$ cat config.mk
export PLATFORM = sky130hd
export DESIGN_NAME = bcd_rtc_shadow
export DESIGN_NICKNAME = d
export VERILOG_FILES = /design/src/rtl/bcd_rtc_shadow.sv
export SDC_FILE = /design/constraint.sdc
export NUM_CORES = 1
export LEC_CHECK = 0
export BUFFER_PORTS_ARGS = -buffer_cell sky130_fd_sc_hd__buf_2
export CAP_MARGIN = 40
export CORE_MARGIN = 8
export CORE_UTILIZATION = 40
export DETAILED_ROUTE_END_ITERATION = 8
export MAX_ROUTING_LAYER = met4
export SLEW_MARGIN = 20
export SYNTH_ARGS = -nofsm -noshare
export SYNTH_HDL_FRONTEND = slang
export SYNTH_SLANG_ARGS = --single-unit
$ cat constraint.sdc
create_clock -name clk -period 8.9 [get_ports clk]
set_input_delay 0.445 -clock clk [delete_from_list [all_inputs] [get_ports clk]]
set_output_delay 0.445 -clock clk [all_outputs]
set_load 0.02 [all_outputs]
$ cat src/rtl/bcd_rtc_shadow.sv
module bcd_rtc_shadow #(
  parameter int ADDR_W = 15
) (
  input  logic              clk,
  input  logic              rst_n,
  input  logic              tick_1hz,
  input  logic [ADDR_W-1:0] addr,
  input  logic              wr_en,
  input  logic [7:0]        wdata,
  output logic [7:0]        rdata,
  output logic              clk_sel
);
  localparam int OFF_CTL = 0, OFF_SEC = 1, OFF_MIN = 2, OFF_HR = 3,
                 OFF_DAY = 4, OFF_DATE = 5, OFF_MON = 6, OFF_YR = 7;

  function automatic logic [7:0] fmask(input int k);
    case (k)
      OFF_SEC, OFF_MIN: fmask = 8'h7F;
      OFF_HR, OFF_DATE: fmask = 8'h3F;
      OFF_DAY:          fmask = 8'h07;
      OFF_MON:          fmask = 8'h1F;
      default:          fmask = 8'hFF;
    endcase
  endfunction

  function automatic logic [7:0] xmask(input int k);
    case (k)
      OFF_MIN:          xmask = 8'h80;
      OFF_HR, OFF_DATE: xmask = 8'hC0;
      OFF_DAY:          xmask = 8'hC8;
      OFF_MON:          xmask = 8'hE0;
      default:          xmask = 8'h00;
    endcase
  endfunction

  function automatic logic [8:0] bump(input logic [7:0] v, input logic [7:0] hi,
                                      input logic [7:0] lo);
    if (v >= hi)            bump = {1'b1, lo};
    else if (v[3:0] >= 4'd9) bump = {1'b0, v[7:4] + 4'd1, 4'd0};
    else                    bump = {1'b0, v + 8'd1};
  endfunction

  logic       ctl_w, ctl_r, stop, c_ceb, c_cb, v_cb;
  logic [5:0] cal;
  logic [7:0] cnt  [1:7];
  logic [7:0] vis  [1:7];
  logic [7:0] xtra [1:7];
  logic [7:0] nxt  [1:7];
  logic       nxt_cb;

  logic [2:0] off;
  assign clk_sel = &addr[ADDR_W-1:3];
  assign off     = addr[2:0];

  logic wr_hit, ld, adv, frozen;
  assign wr_hit = wr_en && clk_sel;
  assign ld     = wr_hit && off == 3'(OFF_CTL) && ctl_w && !wdata[7];
  assign adv    = tick_1hz && !stop;
  assign frozen = ctl_r || ctl_w;

  logic       leap;
  logic [7:0] dmax;
  assign leap = cnt[OFF_YR][4] ? (cnt[OFF_YR][3:0] == 4'd2 || cnt[OFF_YR][3:0] == 4'd6)
                               : (cnt[OFF_YR][3:0] == 4'd0 || cnt[OFF_YR][3:0] == 4'd4 ||
                                  cnt[OFF_YR][3:0] == 4'd8);
  always_comb begin
    case (cnt[OFF_MON])
      8'h02:                      dmax = leap ? 8'h29 : 8'h28;
      8'h04, 8'h06, 8'h09, 8'h11: dmax = 8'h30;
      default:                    dmax = 8'h31;
    endcase
  end

  logic [8:0] b_s, b_m, b_h, b_dy, b_dt, b_mo, b_y;
  assign b_s  = bump(cnt[OFF_SEC],  8'h59, 8'h00);
  assign b_m  = bump(cnt[OFF_MIN],  8'h59, 8'h00);
  assign b_h  = bump(cnt[OFF_HR],   8'h23, 8'h00);
  assign b_dy = bump(cnt[OFF_DAY],  8'h07, 8'h01);
  assign b_dt = bump(cnt[OFF_DATE], dmax,  8'h01);
  assign b_mo = bump(cnt[OFF_MON],  8'h12, 8'h01);
  assign b_y  = bump(cnt[OFF_YR],   8'h99, 8'h00);

  always_comb begin
    for (int k = 1; k <= 7; k++) nxt[k] = cnt[k];
    nxt_cb = c_cb;
    if (adv) begin
      nxt[OFF_SEC] = b_s[7:0];
      if (b_s[8]) begin
        nxt[OFF_MIN] = b_m[7:0];
        if (b_m[8]) begin
          nxt[OFF_HR] = b_h[7:0];
          if (b_h[8]) begin
            nxt[OFF_DAY]  = b_dy[7:0];
            nxt[OFF_DATE] = b_dt[7:0];
            if (b_dt[8]) begin
              nxt[OFF_MON] = b_mo[7:0];
              if (b_mo[8]) begin
                nxt[OFF_YR] = b_y[7:0];
                if (b_y[8] && c_ceb) nxt_cb = !c_cb;
              end
            end
          end
        end
      end
    end
  end

  always_ff @(posedge clk) begin
    if (!rst_n) begin
      ctl_w <= 1'b0; ctl_r <= 1'b0; cal <= '0; stop <= 1'b0;
      c_ceb <= 1'b0; c_cb <= 1'b0; v_cb <= 1'b0;
      for (int k = 1; k <= 7; k++) begin
        cnt[k]  <= (k == OFF_DAY || k == OFF_DATE || k == OFF_MON) ? 8'h01 : 8'h00;
        vis[k]  <= (k == OFF_DAY || k == OFF_DATE || k == OFF_MON) ? 8'h01 : 8'h00;
        xtra[k] <= 8'h00;
      end
    end else begin
      if (ld) begin
        for (int k = 1; k <= 7; k++) cnt[k] <= vis[k];
        c_cb <= v_cb;
      end else begin
        for (int k = 1; k <= 7; k++) cnt[k] <= nxt[k];
        c_cb <= nxt_cb;
      end

      if (tick_1hz && !frozen) begin
        for (int k = 1; k <= 7; k++) vis[k] <= nxt[k];
        v_cb <= nxt_cb;
      end

      if (wr_hit) begin
        if (off == 3'(OFF_CTL)) begin
          ctl_w <= wdata[7];
          ctl_r <= wdata[6];
          cal   <= wdata[5:0];
        end else begin
          vis[off]  <= wdata & fmask(int'(off));
          xtra[off] <= wdata & xmask(int'(off));
          if (off == 3'(OFF_SEC)) stop <= wdata[7];
          if (off == 3'(OFF_DAY)) begin
            c_ceb <= wdata[5];
            if (ctl_w) v_cb <= wdata[4];
          end
        end
      end
    end
  end

  always_comb begin
    rdata = 8'h00;
    if (clk_sel) begin
      case (off)
        3'(OFF_CTL): rdata = {ctl_w, ctl_r, cal};
        3'(OFF_SEC): rdata = {stop, vis[OFF_SEC][6:0]};
        3'(OFF_DAY): rdata = (vis[OFF_DAY] & 8'h07) | (xtra[OFF_DAY] & 8'hC8) |
                             {2'b00, c_ceb, v_cb, 4'b0000};
        default:     rdata = (vis[off] & fmask(int'(off))) | (xtra[off] & xmask(int'(off)));
      endcase
    end
  end
endmodule


; ---- Word level (Yosys, flattened, before mapping)
; Memories as Yosys holds them, arrays and structs flattened.
; Cells that the tools add are included.
; Widths: inputs -> output; s select.
[totals]
latch_bits = 0
ramBits = 168
mem_count = 3
inputBits = 27
elab_cells = 198
register_bits = 12
romBits = 0
[mem_list]
columns = memory, words, width, rd, rd_ports_with_merged_regs, write_ports, line
row1 = cnt, 7, 8, 7, 0, 7, 45  ; logic [7:0] cnt [1:7];
row2 = vis, 7, 8, 8, 0, 8, 46  ; logic [7:0] vis [1:7];
row3 = xtra, 7, 8, 2, 0, 7, 47  ; logic [7:0] xtra [1:7];
[classes]
n_div = 0
eq_ne = 15
reduce_logical = 26
multipliers = 0
n_shift = 0
bitwise_logic = 29
add_sub_neg = 14
n_mux = 90
order_cmp = 14
[ops]
columns = cell, n
row1 = $mux 8, 42
row2 = $pmux 8 s3, 3
row3 = $pmux 8 s4, 2
row4 = $add 8x1->8 const B, 7
row5 = $mux 56, 1
row6 = $mux 9, 6
row7 = $mux 48, 1
row8 = $mux 40, 1
row9 = $and 8x8->8, 4
row10 = $mux 32, 1
row11 = $mux 1, 30
row12 = $add 4x1->4 const B, 7
row13 = $ge 4x4->1 const B, 7
row14 = $or 1x1->1, 21
row15 = $eq 8x3->1 const B, 2
row16 = $ge 8x7->1 const B, 2
row17 = $mux 16, 1
row18 = $reduce_and 12->1, 1
row19 = $pmux 5 s2, 1
row20 = $eq 3x3->1 const B, 3
row21 = $eq 4x3->1 const B, 2
row22 = $eq 8x2->1 const B, 1
row23 = $eq 8x4->1 const B, 1
row24 = $eq 8x5->1 const B, 1
row25 = other kinds (25), 40

; ---- Depth between registers and ports, before layout
; Gate-level depths: netlist (run 1).
; An unclocked memory read counts as a cell.
[logic_depth]
ltp_word = 19
mapped_depth = 13
depth_no_buf = 13

; ---- Least setup slack after synthesis (run 1)
; OpenSTA, ideal clock, no wires.
[synth_path]
path_type = register to register
from = reg cnt[0][48] (netlist name)
to = reg cnt[0][43] (netlist name)
arrival_ns = 2.901
n_path_buf = 0
stages_incl_launch_ff = 14
setup_slack_ns = 5.852
period_less_slack_ns = 3.048
cell_sequence = edfxtp_1 > inv_1 > ha_1 > o211ai_1 > a21oi_1 > o21ai_0 > mux2_2 > ha_1 > nor4b_1 > o21ai_0 > nor3_1 > nor2_1 > or3_1 > a21oi_1

==> run_results.csv, run 1 <==
group,metric,value,unit
floorplanning,rows,53,
clock_network,cts_root_buf,"clkbuf_16",
clock_network,h-tree-depth,4,
yosys,synth.most_common_cell,"edfxtp_1",
global_route,grt_pass1_vias,6810,
final_layout,postLayoutCellArea,0.009758,sq mm
clock_network,post-cts-setup-buffers,0,
final_layout,num-fill-cells,1990,
route,routed_wl,24.89,mm
place,place_hpwl,18.57,mm
place,port_buffers,35,
place,pre_cts_ws,5.417,ns
global_route,grt_pass1_wl,38.82,mm
yosys,syn_area,0.008389,sq mm
floorplanning,dieArea,0.02586,sq mm
setup_path,end_kind,"flop",
timing,setup_viol,0,
place,place_area,0.009026,sq mm
yosys,async_flop_share,0,%
clock_network,clock_latency,0.43,ns
job,maxCapViolations,0,
global_route,grt_max_degree,43,
setup_path,crit_type,"reg -> reg",
pwr,p_leak,3.772,nW
timing,rsz0062_at_grt,"no",
timing,slew_headroom,44.85,%
global_route,grt_use_total,19.81,%
yosys,syn_inst,874,
hold_path,hp-class,"in -> reg",
yosys,synth-edff-count,124,
yosys,synth_top_cells_by_count,"edfxtp_1 (124), nand2_1 (119), a21oi_1 (69), o21ai_0 (66), nor2_1 (62)",
yosys,synthAdderAreaFrac,6.413,%
clock_network,cts_tree,"yes",
route,first_iter_violations,851,
clock_network,clock-sinks,136,
timing,slew_violations,0,
floorplanning,die_w,160.8,um
yosys,synth_top_cells_by_area,"edfxtp_1 (44%), ha_1 (6.4%), nand2_1 (5.3%)",
setup_path,cp_max_fo,6,
route,wl_per_cell,20.12,um
yosys,synth_compound_area_share,19.12,%
status,outcome,"complete, no violations",
yosys,ys_warn_count,0,
yosys,synth_seq_cells,136,
floorplanning,ioPinCount,36,
timing,period_needed,3.485,ns
timing,setup-tns-final,0,ns
clock_network,numCtsBuffers,17,
yosys,yosysTopAreaCell,"edfxtp_1",
timing,skew,0.01286,ns
route,dr.pass1.iters,6,
setup_path,arrival,3.74,ns
final_layout,drive_gt1_share,11.54,%
route,vias,7165,
yosys,ys.flop_type,"edfxtp_1",
setup_path,slowest_delay,0.47,ns
yosys,synth_top_area_share,44.38,%
setup_path,start_kind,"flop",
global_route,overflow,0,
pwr,p_per_area,184.6,mW/mm^2
timing,finalHoldViolCount,0,
yosys,synth-simple-area-share,18.26,%
clock_network,cts.clk_slew.worst_paths,0.06,ns
setup_path,worst_path_max_delay_cell,"edfxtp_1",
floorplanning,initial_core_util,40.29,%
floorplanning,core,0.02082,sq mm
setup_path,cp_cell_sequence,"inv_1 > ha_1 > o211ai_1 > a21oi_1 > o21ai_0 > mux2_2 > ha_1 > nor4b_1 > o21ai_0 > nor3_1 > nor2_1 > or3_1 > a21oi_1",
yosys,seq_area_frac_synth,47.25,%
floorplanning,die-height,160.8,um
clock_network,cts_resized,0,
setup_path,crit_required,9.16,ns
timing,fmax,286.9,MHz
clock_network,cts_hold_buf,0,
global_route,antenna_found_initial,0,
route,antenna_left,0,
final_layout,final_nets,1019,
pwr,ir_drop,0.0001302,V
route,vias_per_cell,5.792,
final_layout,diodes,0,
yosys,synthDistinctLibCells,68,
clock_network,clk_path_buf_depth,2,
yosys,avgSynthCellArea,9.599,sq um
yosys,synth_top_family_by_area,"compound AO/OA/AOI/OAI gates",
yosys,synth_mux_area_share,4.101,%
final_layout,area_growth_syn_to_layout,16.32,%
timing,worst_pin_slew,0.8248,ns
route,drc,0,
timing,min_period_over_period,39.16,%
place,place_congestion,0.9610,
timing,fin_ws,5.415,ns
final_layout,utilization,46.86,%
yosys,synth_xor_area_share,0.7308,%
[layer usage]
| metal | share of wire, % | routed length (um) | vias up | track usage (%) |
|---|---|---|---|---|
| met2 | 44 | 10980 | 329 | 28.81 |
| met4 | 2.8 | 709 | 0 | 7.155 |
| li1 | - | - | 3360 | - |
| met1 | 44 | 11050 | 3430 | 26.21 |
| met5 | 0 | 0 | - | - |
| met3 | 8.7 | 2162 | 46 | 5.170 |
[cell families (layout without fill, tap and decap cells)]
family          Yosys count  in the layout
simple gates            321            321
compound gates          256            256
flops                   136            136
buf+inv                  86            119
fa+ha+maj                43             43
mux                      23             23
xor+xnor                  7              7
other cells               2             57
[power by group]
group | switching, mW | internal [mW]
Sequential | 0.0328 | 0.739
Clock | 0.280 | 0.564
Combinational | 0.121 | 0.0645
Total | 0.434 | 1.37
[cell usage in the layout (no fill, tap or decap), drive strengths merged, types with 8 or more instances in the layout]
master / synthesis / routed
edfxtp: 124 / 124
nand2: 119 / 119
a21oi: 69 / 69
o21ai: 69 / 69
nor2: 64 / 64
conb: 2 / 57
buf: 14 / 46
ha: 43 / 43
inv: 39 / 39
nand3: 34 / 34
o22ai: 27 / 27
clkbuf: 32 / 23
nor3: 19 / 19
and3: 17 / 17
o211ai: 13 / 13
a31oi: 12 / 12
a22o: 12 / 12
and2: 12 / 12
dfxtp: 12 / 12
nand2b: 10 / 10
nor2b: 10 / 10
or3: 8 / 8
mux4: 8 / 8
o31ai: 8 / 8
mux2: 8 / 8
a211oi: 8 / 8
[flip-flops by register name, summed over array words and instances (netlist names)]
name,count
c_cb,1
cal,6
vis,57
ctl_r,1
v_cb,1
ctl_w,1
stop,1
xtra,11
c_ceb,1
cnt,56
[stage by stage]
stage | hold slack (ns) | power (mW) | cells
floorplan | 0.4289 | 0.8946 | 929
global placement | 0.4395 | 0.9610 | 1196
detailed placement | 0.4445 | 0.9654 | 1203
CTS | 0.2986 | 1.802 | 1235
global route | 0.3158 | 1.852 | 1237
finish | 0.3041 | 1.801 | 1237
[layout make-up]
class                      instances  area (sq um)  area share [%]
timing repair buffer              47         295.3           3.026
tap                              275         344.1           3.526
sequential                       136          3964           40.62
clock inverter                    10         212.7           2.180
inverter                          40         150.1           1.539
clock buffer                      22         494.2           5.065
multi-input combinational        707          4298           44.04
[worst paths after layout]
check / startpoint / end / slack [ns] / cells after the start
max: cnt[0][48]$_DFFE_PP_ / cnt[0][43]$_DFFE_PP_ / 5.41 / 13
min: wdata[6] / ctl_r$_SDFFE_PN0P_ / 0.30 / 3
max reg2reg: cnt[0][48]$_DFFE_PP_ / cnt[0][43]$_DFFE_PP_ / 5.41 / 13
min reg2reg: cal[2]$_SDFFE_PN0P_ / cal[2]$_SDFFE_PN0P_ / 0.46 / 2
[critical path, delay by kind of cell (launching register included)]
| family | cells | cell delay [ns] |
|---|---|---|
| DFF | 1 | 0.47 |
| AOI/OAI and AO/OA | 5 | 0.80 |
| buffers and inverters | 1 | 0.15 |
| muxes | 1 | 0.28 |
| and+or+nand+nor | 4 | 1.17 |
| adders and majority gates | 2 | 0.47 |
Note: power is estimated with default switching activity, not from simulation.
==> run 2: changes to the inputs <==
clock period = 3 ns   (was 8.9 ns; I/O delays follow)
==> run_results.csv, run 2 (synthesis results as in run 1) <==
group,metric,value,unit
status,outcome,"finished with violations",
status,violations,"setup timing",
setup_path,worst_path_max_delay_cell,"edfxtp_1",
place,place_hpwl,19.05,mm
final_layout,reg_top3,"vis: 57 flops, cnt: 56 flops, xtra: 11 flops",
timing,period_needed,3.081,ns
route,dr.pass1.iters,5,
pwr,ir_drop,0.0002296,V
timing,finalHoldViolCount,0,
final_layout,drive_gt1_share,18.29,%
global_route,grt_pass1_wl,40.18,mm
route,vias,7268,
timing,min_period_over_period,102.7,%
floorplanning,core,0.02082,sq mm
floorplanning,initial_core_util,40.29,%
setup_path,crit_type,"reg -> reg",
clock_network,clock_latency,0.43,ns
clock_network,cts.clk_slew.worst_paths,0.06,ns
hold_path,hp-class,"in -> reg",
place,dpl.cell_count,1245,
floorplanning,dieArea,0.02586,sq mm
final_layout,largest_reg_flops,57,
pwr,p_leak,3.953,nW
route,vias_per_cell,5.669,
setup_path,arrival,3.34,ns
global_route,grt_max_degree,47,
clock_network,clock-sinks,136,
floorplanning,die_w,160.8,um
global_route,grt_pass1_vias,7060,
setup_path,start_kind,"flop",
timing,slew_violations,0,
final_layout,regMostFlops,"vis",
timing,fmax,324.6,MHz
route,routed_wl,25.97,mm
route,first_iter_violations,694,
pwr,p_per_area,493.7,mW/mm^2
hold_path,hold_depth,3,
clock_network,cts_hold_buf,0,
final_layout,num-fill-cells,1978,
final_layout,final_nets,1063,
floorplanning,rows,53,
pwr,finalPower,5.030,mW
timing,setup_viol,18,
job,maxCapViolations,0,
clock_network,clk_path_buf_depth,2,
clock_network,cts_root_buf,"clkbuf_16",
floorplanning,ioPinCount,36,
setup_path,path_delay_family,"compound AO/OA/AOI/OAI gates",
place,port_buffers,35,
setup_path,crit_cells,14,
setup_path,worstPathBufferInverterCount,2,
setup_path,cp_cell_sequence,"inv_2 > ha_4 > o211ai_1 > a21oi_2 > o21ai_2 > mux2_4 > ha_4 > nor4b_4 > o21a_1 > buf_6 > a21oi_4 > nand2_2 > or3_4 > o211ai_1",
place,place_area,0.009326,sq mm
timing,setup-tns-final,-0.6480,ns
timing,fin_ws,-0.08111,ns
timing,slew_headroom,42.51,%
global_route,overflow,0,
final_layout,layout_common_cells,"edfxtp_1 (124), nand2_1 (115), a21oi_1 (64)",
setup_path,slowest_delay,0.45,ns
route,drc,0,
global_route,grt_use_total,20.66,%
global_route,antenna_found_initial,1,
final_layout,finalNonFillerCells,1282,
final_layout,postLayoutCellArea,0.01019,sq mm
final_layout,layout_commonest_cell,"edfxtp_1",
final_layout,area_growth_syn_to_layout,21.45,%
route,antenna_left,0,
route,wl_per_cell,20.26,um
timing,worst_pin_slew,0.8591,ns
clock_network,numCtsBuffers,17,
setup_path,end_kind,"flop",
place,pre_cts_ws,-0.2164,ns
timing,skew,0.01168,ns
timing,rsz0062_at_grt,"yes",
setup_path,cp_max_fo,6,
place,place_congestion,0.9298,
floorplanning,die-height,160.8,um
setup_path,crit_required,3.26,ns
clock_network,cts_tree,"yes",
setup_path,rr_worst_depth,14,
clock_network,h-tree-depth,4,
-- run 2: cell types whose count changed in the layout (fill, tap and decap cells not counted), moves of 4 or more --
cell      previous run  this run
clkbuf_1             0         5
ha_1                43        38
o21ai_0             66        58
nand2_1            119       115
buf_6                0         4
clkbuf_8             5         0
inv_2                0         4
a21oi_2              0         4
ha_4                 0         5
buf_4                4        52
inv_1               39        35
o21ai_1              1         5
a21oi_1             69        64
-- run 2: repair_timing --
action                                  CTS  global route
endpoints found under the setup margin   43            49
setup buffers                             1             3
pin swaps                                 9            24
endpoints found under the hold margin     0             0
resized for setup                        19            42
-- run 2: final timing paths --
| kind | from | end | slack [ns] |
|---|---|---|---|
| worst max register to register | cnt[0][49]$_DFFE_PP_ | cnt[0][62]$_DFFE_PP_ | -0.08 |
| worst min register to register | cal[1]$_SDFFE_PN0P_ | cal[1]$_SDFFE_PN0P_ | 0.46 |
| worst min-delay path | wdata[6] | ctl_r$_SDFFE_PN0P_ | 0.01 |
| worst max-delay path | cnt[0][49]$_DFFE_PP_ | cnt[0][62]$_DFFE_PP_ | -0.08 |
-- run 2: final cells by class --
cell class,count,area [sq um],share of cell area [%]
clock buffer,22,444.2,4.360
antenna,1,2.502,0.02456
clock inverter,10,127.6,1.253
multi-input combinational,707,4546,44.62
timing repair buffer,91,610.6,5.993
tap,275,344.1,3.377
sequential,136,3964,38.90
inverter,40,150.1,1.474
-- run 2: worst register-to-register path: cells and delay by family, from the launching register on --
kind	cells	cell delay (ns)
muxes	1	0.28
buffers and inverters	2	0.27
adders and majority gates	2	0.42
AOI/OAI and AO/OA	6	1.00
DFF	1	0.45
and+or+nand+nor	3	0.50
-- run 2: through the flow --
step / utilization (%) / hold slack [ns]
finish: 48.93 / 0.01243
global route: 48.93 / 0.01540
CTS: 48.05 / 0.0007579
detailed placement: 44.79 / 0.4448
global placement: 44.79 / 0.4326
floorplan: - / 0.2860
-- run 2: per-layer routing --
layer | routed length [um] | global-route usage, %
met2 | 11820 | 31.17
met1 | 11260 | 26.78
met5 | 0 | -
met3 | 2311 | 5.093
met4 | 584 | 6.987
-- run 2: power breakdown --
group / internal, mW / switching (mW) / leakage [nW] / total, mW
registers: 2.19 / 0.0942 / 1.38 / 2.29
clock network: 1.30 / 0.813 / 0.275 / 2.11
logic: 0.239 / 0.395 / 2.29 / 0.634
==> run 3: changes to the inputs <==
CORE_MARGIN = 2   (was 8)
==> run_results.csv, run 3 (synthesis results as in run 1) <==
group,metric,value,unit
setup_path,crit_type,"reg -> reg",
place,place_area,0.009370,sq mm
setup_path,worst_path_max_delay_cell,"edfxtp_1",
pwr,finalPower,4.975,mW
floorplanning,rows,52,
final_layout,postLayoutCellArea,0.01026,sq mm
clock_network,clock_latency,0.43,ns
setup_path,arrival,3.15,ns
timing,period_needed,2.982,ns
setup_path,end_kind,"flop",
timing,rsz0062_at_grt,"yes",
pwr,ir_drop,0.0003004,V
global_route,grt_pass1_wl,39.32,mm
final_layout,diodes,0,
pwr,p_per_area,484.9,mW/mm^2
setup_path,r2r_setup_slack,0.02,ns
clock_network,clock-sinks,136,
setup_path,cp_cell_sequence,"inv_2 > ha_2 > o211ai_1 > a21oi_2 > o21ai_1 > mux2_4 > ha_4 > nor4b_4 > o21a_1 > nand2_2 > and4_1 > a21oi_2 > a21oi_2",
global_route,grt_max_degree,35,
global_route,antenna_found_initial,0,
final_layout,drive_gt1_share,19.86,%
setup_path,path_delay_family,"compound AO/OA/AOI/OAI gates",
clock_network,clk_path_buf_depth,2,
global_route,grt_use_total,24.13,%
setup_path,crit_required,3.16,ns
timing,slew_violations,0,
setup_path,cp-startpoint,"cnt[0][48]$_DFFE_PP_",
pwr,p_leak,4.006,nW
setup_path,cp_max_fo,6,
floorplanning,die-height,148.8,um
route,first_iter_violations,801,
timing,worst_pin_slew,0.8751,ns
final_layout,largest_reg_flops,57,
route,drc,0,
place,place_hpwl,18.80,mm
clock_network,cts_tree,"yes",
hold_path,hp-class,"in -> reg",
route,routed_wl,25.57,mm
global_route,grt_pass1_vias,7027,
floorplanning,dieArea,0.02215,sq mm
timing,holdWs,0.01602,ns
setup_path,worstSetupEndpoint,"cnt[0][49]$_DFFE_PP_",
timing,fmax,335.3,MHz
place,port_buffers,35,
job,maxCapViolations,0,
route,vias_per_cell,5.741,
final_layout,final_nets,1074,
setup_path,start_kind,"flop",
final_layout,utilization,50.23,%
final_layout,layout_common_cells,"edfxtp_1 (124), nand2_1 (114), a21oi_1 (62), buf_4 (62), nor2_1 (59)",
final_layout,layout_commonest_cell,"edfxtp_1",
route,vias,7389,
final_layout,regMostFlops,"vis",
setup_path,r2r_end,"cnt[0][49]$_DFFE_PP_",
setup_path,cp_common_cell,"a21oi_2",
route,dr.pass1.iters,5,
setup_path,rr_worst_depth,13,
setup_path,reg2reg_from,"cnt[0][48]$_DFFE_PP_",
clock_network,numCtsBuffers,17,
floorplanning,initial_core_util,41.06,%
hold_path,hp-start,"wdata[1]",
floorplanning,core,0.02043,sq mm
timing,skew,0.01128,ns
timing,min_period_over_period,99.41,%
setup_path,slowest_delay,0.41,ns
clock_network,cts_root_buf,"clkbuf_16",
clock_network,h-tree-depth,4,
place,place_congestion,0.9253,
global_route,overflow,0,
setup_path,crit_cells,13,
clock_network,cts.clk_slew.worst_paths,0.06,ns
floorplanning,die_w,148.8,um
setup_path,worstPathBufferInverterCount,1,
timing,finalHoldViolCount,0,
floorplanning,ioPinCount,36,
timing,slew_headroom,41.44,%
timing,setup_viol,0,
final_layout,area_growth_syn_to_layout,22.31,%
route,wl_per_cell,19.87,um
status,outcome,"complete, no violations",
final_layout,reg_top3,"vis: 57 flops, cnt: 56 flops, xtra: 11 flops",
route,antenna_left,0,
[run 3: how the worst min path moves through the flow]
stage                     slack (ns)             endpoint  depth (start not counted)
after floorplan                 0.29   c_ceb$_SDFFE_PN0P_                          2
after global placement          0.43  cal[3]$_SDFFE_PN0P_                          3
after detailed placement        0.43  cal[3]$_SDFFE_PN0P_                          3
after CTS                      0.005  cal[1]$_SDFFE_PN0P_                          3
after global routing            0.02  cal[1]$_SDFFE_PN0P_                          3
final                           0.02  cal[1]$_SDFFE_PN0P_                          3
[run 3: stage by stage]
step / setup slack, ns / TNS, ns / std cells
2_1_floorplan: -0.03834 / -0.07796 / 929
3_3_place_gp: -0.1939 / -4.333 / 1245
3_5_place_dp: -0.2821 / -7.462 / 1245
4_1_cts: 0.01789 / 0 / 1281
5_1_grt: -0.1590 / -3.554 / 1287
6_report: 0.01770 / 0 / 1287
[run 3: power by group]
group / total, mW / switching (mW) / internal [mW]
logic: 0.642 / 0.397 / 0.245
registers: 2.28 / 0.0916 / 2.19
clock network: 2.05 / 0.843 / 1.21
[run 3: cell type report]
class,count,area (sq um)
well taps,270,337.8
clock buffers,22,474.2
inverters,40,150.1
fillers,1890,10170
clock inverters,10,96.34
repair buffers,102,703.2
multi-input cells,707,4536
flip-flops and latches,136,3964
[run 3: repair_timing]
| item | CTS | global route |
|---|---|---|
| gates resized for setup | 18 | 47 |
| hold buffers | 2 | 0 |
| setup buffers | 2 | 6 |
| endpoints found under the setup margin | 45 | 49 |
| pin swaps | 5 | 20 |
| endpoints found under the hold margin | 2 | 0 |
[run 3: per-layer routing]
layer  vias up  global-route usage [%]  share of wire, %
met5         -                       -                 0
met4         0                   7.952               2.4
met3        41                   4.434               8.9
met2       332                   36.09                45
met1      3540                   33.28                44
li1       3476                       -                 -
[run 3: tightest hold or removal path, stage by stage]
cell and delay (ns):
buf_2 0.13, nand2_1 0.06, a21oi_1 0.06
